===== src/rtl/mtt_pkg.sv =====
package mtt_pkg;
  localparam int DEF_NCH = 4;
  localparam int DEF_SW  = 16;
  localparam int DEF_FW  = 8;
  localparam int DBG_LANES = 4;

  typedef enum logic {
    POL_RISE = 1'b0,
    POL_FALL = 1'b1
  } pol_e;
endpackage


===== src/rtl/mtt_compare.sv =====
module mtt_compare #(
  parameter int SW = 16
) (
  input  logic [SW-1:0] sample,
  input  logic [SW-1:0] thresh,
  input  logic          pol,
  output logic          over
);
  import mtt_pkg::*;

  logic signed [SW-1:0] s_sample;
  logic signed [SW-1:0] s_thresh;

  assign s_sample = sample;
  assign s_thresh = thresh;

  always_comb begin
    if (pol == POL_FALL) over = (s_sample <= s_thresh);
    else                 over = (s_sample >= s_thresh);
  end
endmodule


===== src/rtl/mtt_glitch_filter.sv =====
module mtt_glitch_filter #(
  parameter int FW = 8
) (
  input  logic          clk,
  input  logic          rst,
  input  logic          valid,
  input  logic          raw,
  input  logic [FW-1:0] len,
  output logic          filt
);
  logic [FW-1:0] cnt;

  always_ff @(posedge clk) begin
    if (rst) begin
      cnt  <= '0;
      filt <= 1'b0;
    end else if (valid) begin
      if (raw == filt) begin
        cnt <= '0;
      end else if (cnt >= len) begin
        filt <= raw;
        cnt  <= '0;
      end else begin
        cnt <= cnt + 1'b1;
      end
    end
  end

  assert_hold_on_idle_R9: assert property (@(posedge clk) disable iff (rst)
    !valid |=> $stable(filt));

  assert_zero_len_follow_R4: assert property (@(posedge clk) disable iff (rst)
    (valid && len == '0) |=> (filt == $past(raw)));

  assert_agree_no_move_R3: assert property (@(posedge clk) disable iff (rst)
    (valid && raw == filt) |=> $stable(filt));
endmodule


===== src/rtl/mtt_edge.sv =====
module mtt_edge (
  input  logic clk,
  input  logic rst,
  input  logic level,
  output logic pulse
);
  logic prev;

  always_ff @(posedge clk) begin
    if (rst) prev <= 1'b0;
    else     prev <= level;
  end

  assign pulse = level & ~prev;

  assert_single_pulse_R5: assert property (@(posedge clk) disable iff (rst)
    pulse |=> !pulse);
endmodule


===== src/rtl/thresh_trigger_detector.sv =====
module thresh_trigger_detector #(
  parameter int NCH = mtt_pkg::DEF_NCH,
  parameter int SW  = mtt_pkg::DEF_SW,
  parameter int FW  = mtt_pkg::DEF_FW
) (
  input  logic                          clk,
  input  logic                          rst,
  input  logic                          in_valid,
  input  logic [NCH*SW-1:0]             in_samples,
  input  logic [NCH*SW-1:0]             thresholds,
  input  logic [NCH-1:0]                polarity,
  input  logic [NCH*FW-1:0]             filt_len,
  input  logic [NCH-1:0]                ch_enable,
  input  logic                          int_trig_en,
  input  logic                          test_mode,
  output logic                          trig_out,
  output logic [mtt_pkg::DBG_LANES*SW-1:0] dbg_out
);
  import mtt_pkg::*;

  localparam int DBG_W = DBG_LANES * SW;

  logic [NCH-1:0] raw_over;
  logic [NCH-1:0] filt_over;
  logic [NCH-1:0] ch_pulse;
  logic           trig_q;

  for (genvar c = 0; c < NCH; c++) begin : g_chan
    mtt_compare #(.SW(SW)) u_cmp (
      .sample (in_samples[c*SW +: SW]),
      .thresh (thresholds[c*SW +: SW]),
      .pol    (polarity[c]),
      .over   (raw_over[c])
    );

    mtt_glitch_filter #(.FW(FW)) u_filt (
      .clk   (clk),
      .rst   (rst),
      .valid (in_valid),
      .raw   (raw_over[c]),
      .len   (filt_len[c*FW +: FW]),
      .filt  (filt_over[c])
    );

    mtt_edge u_edge (
      .clk   (clk),
      .rst   (rst),
      .level (filt_over[c]),
      .pulse (ch_pulse[c])
    );
  end

  always_ff @(posedge clk) begin
    if (rst) trig_q <= 1'b0;
    else     trig_q <= int_trig_en & (|(ch_pulse & ch_enable));
  end

  assign trig_out = trig_q;

  logic [DBG_W-1:0] dbg_pass;
  logic [DBG_W-1:0] dbg_test;

  for (genvar l = 0; l < DBG_LANES; l++) begin : g_lane
    if (l < NCH) begin : g_src
      assign dbg_pass[l*SW +: SW] = in_samples[l*SW +: SW];
    end else begin : g_zero
      assign dbg_pass[l*SW +: SW] = '0;
    end
  end

  assign dbg_test[0*SW +: SW] = in_samples[0 +: SW];
  assign dbg_test[1*SW +: SW] = {{(SW-1){1'b0}}, raw_over[0]};
  assign dbg_test[2*SW +: SW] = {{(SW-1){1'b0}}, filt_over[0]};
  assign dbg_test[3*SW +: SW] = {{(SW-1){1'b0}}, trig_q};

  assign dbg_out = test_mode ? dbg_test : dbg_pass;

  assert_global_gate_R6: assert property (@(posedge clk) disable iff (rst)
    !int_trig_en |=> !trig_out);

  assert_quiet_after_reset_R8: assert property (@(posedge clk)
    rst |=> !trig_out);

  assert_out_needs_pulse_R7: assert property (@(posedge clk) disable iff (rst)
    (ch_pulse & ch_enable) == '0 |=> !trig_out);
endmodule


===== config.mk =====
export PLATFORM = sky130hd
export DESIGN_NAME = thresh_trigger_detector
export DESIGN_NICKNAME = d
export VERILOG_FILES = /design/src/rtl/mtt_pkg.sv /design/src/rtl/mtt_compare.sv /design/src/rtl/mtt_glitch_filter.sv /design/src/rtl/mtt_edge.sv /design/src/rtl/thresh_trigger_detector.sv
export SDC_FILE = /design/constraint.sdc
export NUM_CORES = 1
export LEC_CHECK = 0
export ABC_AREA = 1
export BUFFER_PORTS_ARGS = -buffer_cell sky130_fd_sc_hd__buf_2
export CAP_MARGIN = 20
export CORE_UTILIZATION = 30
export CTS_CLUSTER_DIAMETER = 150
export CTS_CLUSTER_SIZE = 8
export DETAILED_ROUTE_END_ITERATION = 8
export SYNTH_ARGS = -nofsm -noshare
export SYNTH_HDL_FRONTEND = slang
export SYNTH_SLANG_ARGS = --single-unit

===== constraint.sdc =====
create_clock -name clk -period 3.3 [get_ports clk]
set_clock_uncertainty 0.1 [all_clocks]
set_input_delay 0.495 -clock clk [delete_from_list [all_inputs] [get_ports clk]]
set_output_delay 0.495 -clock clk [all_outputs]
set_load 0.02 [all_outputs]

==> flow_metrics.tcl <==
set metrics [dict create \
    status "finished, final reports clean" \
    grt_pass1_wl_um 23700 \
    report.final.setup_viol 0 \
    slew_headroom_pct 42.8 \
    rows 49 \
    syn-num-nets 1099 \
    required_ns 2.70 \
    yosysUniqueCellTypes 38 \
    worstSetupEndpointType "primary output" \
    cts-resized-gates 0 \
    p_per_area_nw_per_um2 258 \
    fin_setup_tns_ns 0 \
    synth_compound_area_share_pct 10.7 \
    synth-seq-area-share_pct 15.0 \
    drt-initial-drc-count 198 \
    synth_fa_ha_area_share_pct 22.9 \
    nets 1314 \
    cts_tree "built" \
    rsz0062_at_grt "false" \
    syn_area_per_cell_um2 6.63 \
    netlist_instances 826 \
    core_area_um2 17900 \
    synthArstFlopShare_pct 0 \
    synth-main-ff-cell "dfxtp_1" \
    synth_top_area_share_pct 22.9 \
    yosysWarnings 0 \
    drt_wl_total_um 15100 \
    cts_buffers 5 \
    cp_cell_sequence "buf_2, ha_1, nand4_1, nor3_2, nand2_1, nand2_1, nand2_1, nand3_2, nand2_1, o21ai_0, buf_2" \
    synth_xor_area_share_pct 4.14 \
    synth_top_family_by_area "simple AND/OR/NAND/NOR gates" \
    die_x_um 137 \
    syn_to_final_growth_pct 26.9 \
    die_h_um 137 \
    critPathSlowestCell "ha_1" \
    synth_edf_count 0 \
    min_period_over_period_pct 78.4 \
    setup.worst_path.class "input pin to primary output" \
    fill_cells 1969 \
    grt_pass1_vias 5092 \
    antenna_found_initial 1 \
    clockBufferDepth 2 \
    pin_count 238 \
    syn_area_um2 5470 \
    vdd_drop_max_mv 0.191 \
    cp-start-kind "input pin" \
    cts_num_sinks 41 \
    ant_nets 0 \
    hold_violations 0 \
    synthTopCellsByArea "ha_1, dfxtp_1, inv_1" \
    worstHoldPathType "input pin to register" \
    max_cap_viol_count 0 \
    cts-hold-fix-buffers 0 \
    post_cts_buffers 0 \
    port_buffers 237 \
    period_needed_ns 2.59 \
    placed_cells 1263 \
    drive_gt1_share_pct 29.0 \
    grtUsageTotal_pct 15.8 \
    worst_slew_pin_slew_ns 0.857 \
    place.detailed.hpwl_um 12900 \
    cts-htree-levels 2 \
    cts_root_buf "clkbuf_16" \
    grt_max_degree 42 \
    p_leak_nw 4.03 \
    wl_per_cell_um 11.9 \
    crit_arrival_ns 1.99 \
    fin_cells 1272 \
    via_per_inst 4.43 \
    synth.mux.area_fraction_pct 0 \
    gr-total-overflow 0 \
    start_util_pct 30.6 \
    p_total_w 0.00179 \
    dieArea_um2 18800 \
    synth-seq-cells 41 \
    synthSimpleGateAreaFrac_pct 30.5 \
    drc_errors 0 \
    maxSlewViolCount 0 \
    cpMostUsedCell "nand2_1" \
    fmax_mhz 386 \
    synth_top_cell_by_area "ha_1" \
    insertion_delay_ns 0.28 \
    place_congestion 0.890 \
    drt_pass1_iterations 4 \
    path_clk_slew_ns 0.06 \
    max_stage_delay_ns 0.34 \
    cp_max_fo 4 \
    dr_total_vias 5635 \
]
-- final timing paths --
path,to,start,slack [ns],depth (start not counted)
setup / recovery,dbg_out[16],in_samples[15],0.71,11
hold / removal,trig_out$_SDFF_PP0_,int_trig_en,0.38,2
setup reg to reg,g_chan[0].u_filt.cnt[6]$_SDFFE_PP0P_,g_chan[0].u_filt.cnt[3]$_SDFFE_PP0P_,1.22,8
hold reg to reg,g_chan[2].u_filt.cnt[7]$_SDFFE_PP0P_,g_chan[2].u_filt.cnt[7]$_SDFFE_PP0P_,0.40,2
-- flip-flops by register name (all words and copies together), names as in the netlist --
register	flops
g_chan.u_edge.prev	4
trig_out	1
g_chan.u_filt.cnt	32
g_chan.u_filt.filt	4
-- cell usage after synthesis, types with 11 or more instances --
library cell  number
a21oi_1           71
ha_1             100
nand4_1           14
nor2_1           105
xnor2_1           11
clkbuf_1          11
xor2_1            13
nand2_1          116
nand3_1           52
inv_1            184
dfxtp_1           41
buf_4             16
-- per-stage QoR --
stage | hold slack (ns) | instance area (um^2) | worst slack [ns] | util (%)
floorplan | 0.367 | 5470 | 0.989 | -
global route | 0.390 | 6940 | 0.607 | 38.8
finish | 0.384 | 6950 | 0.712 | 38.8
CTS | 0.376 | 6940 | 0.715 | 38.8
detailed placement | 0.399 | 6750 | 0.724 | 37.7
global placement | 0.391 | 6750 | 0.782 | 37.7
-- metal layers --
layer | vias to the layer above | global-route usage (%) | part of all wire, %
met4 | 0 | 4.15 | 1.7
met1 | 2426 | 19.9 | 46
li1 | 3029 | - | -
met3 | 18 | 1.93 | 5.6
met5 | - | 0 | 0
met2 | 162 | 28.2 | 47
-- report_power, final --
group	total (W)	internal (W)	switching [W]
clock	0.000636	0.000432	0.000204
sequential	0.000512	0.000503	0.00000934
combinational	0.000642	0.000258	0.000385
total	0.00179	0.00119	0.000598
-- layout make-up --
cell class / count / area [um^2] / share of cell area [%]
Sequential cell: 41 / 821 / 11.8
Antenna cell: 1 / 2.50 / 0.0360
Inverter: 191 / 717 / 10.3
Multi-Input combinational cell: 563 / 3730 / 53.7
Clock buffer: 5 / 125 / 1.80
Clock inverter: 3 / 65.1 / 0.937
Timing Repair Buffer: 239 / 1200 / 17.3
Tap cell: 229 / 287 / 4.12
-- logic make-up after synthesis --
kind of cell | Yosys count
XOR/XNOR | 25
buffers and inverters | 222
flip-flops | 41
AO/OA/AOI/OAI | 105
adder cells (fa/ha/maj) | 100
AND/OR/NAND/NOR | 333
-- placed cells by master, fill, tap and decap left out, types with 7 or more instances in the layout --
| master | count |
|---|---|
| buf_2 | 237 |
| inv_1 | 184 |
| nand2_1 | 116 |
| nor2_1 | 105 |
| ha_1 | 100 |
| a21oi_1 | 71 |
| nand3_1 | 52 |
| dfxtp_1 | 41 |
| nand4_1 | 14 |
| xor2_1 | 13 |
| xnor2_1 | 11 |
| o21ai_0 | 10 |
| o21ai_1 | 10 |
| nand4_2 | 8 |
| inv_2 | 7 |
-- critical path, delay by kind of cell --
family | cells | cell delay (ns)
AOI/OAI and AO/OA | 1 | 0.08
adders and majority gates | 1 | 0.34
buffers and inverters | 2 | 0.30
and+or+nand+nor | 7 | 0.77
Note: power is estimated with default switching activity, not from simulation.
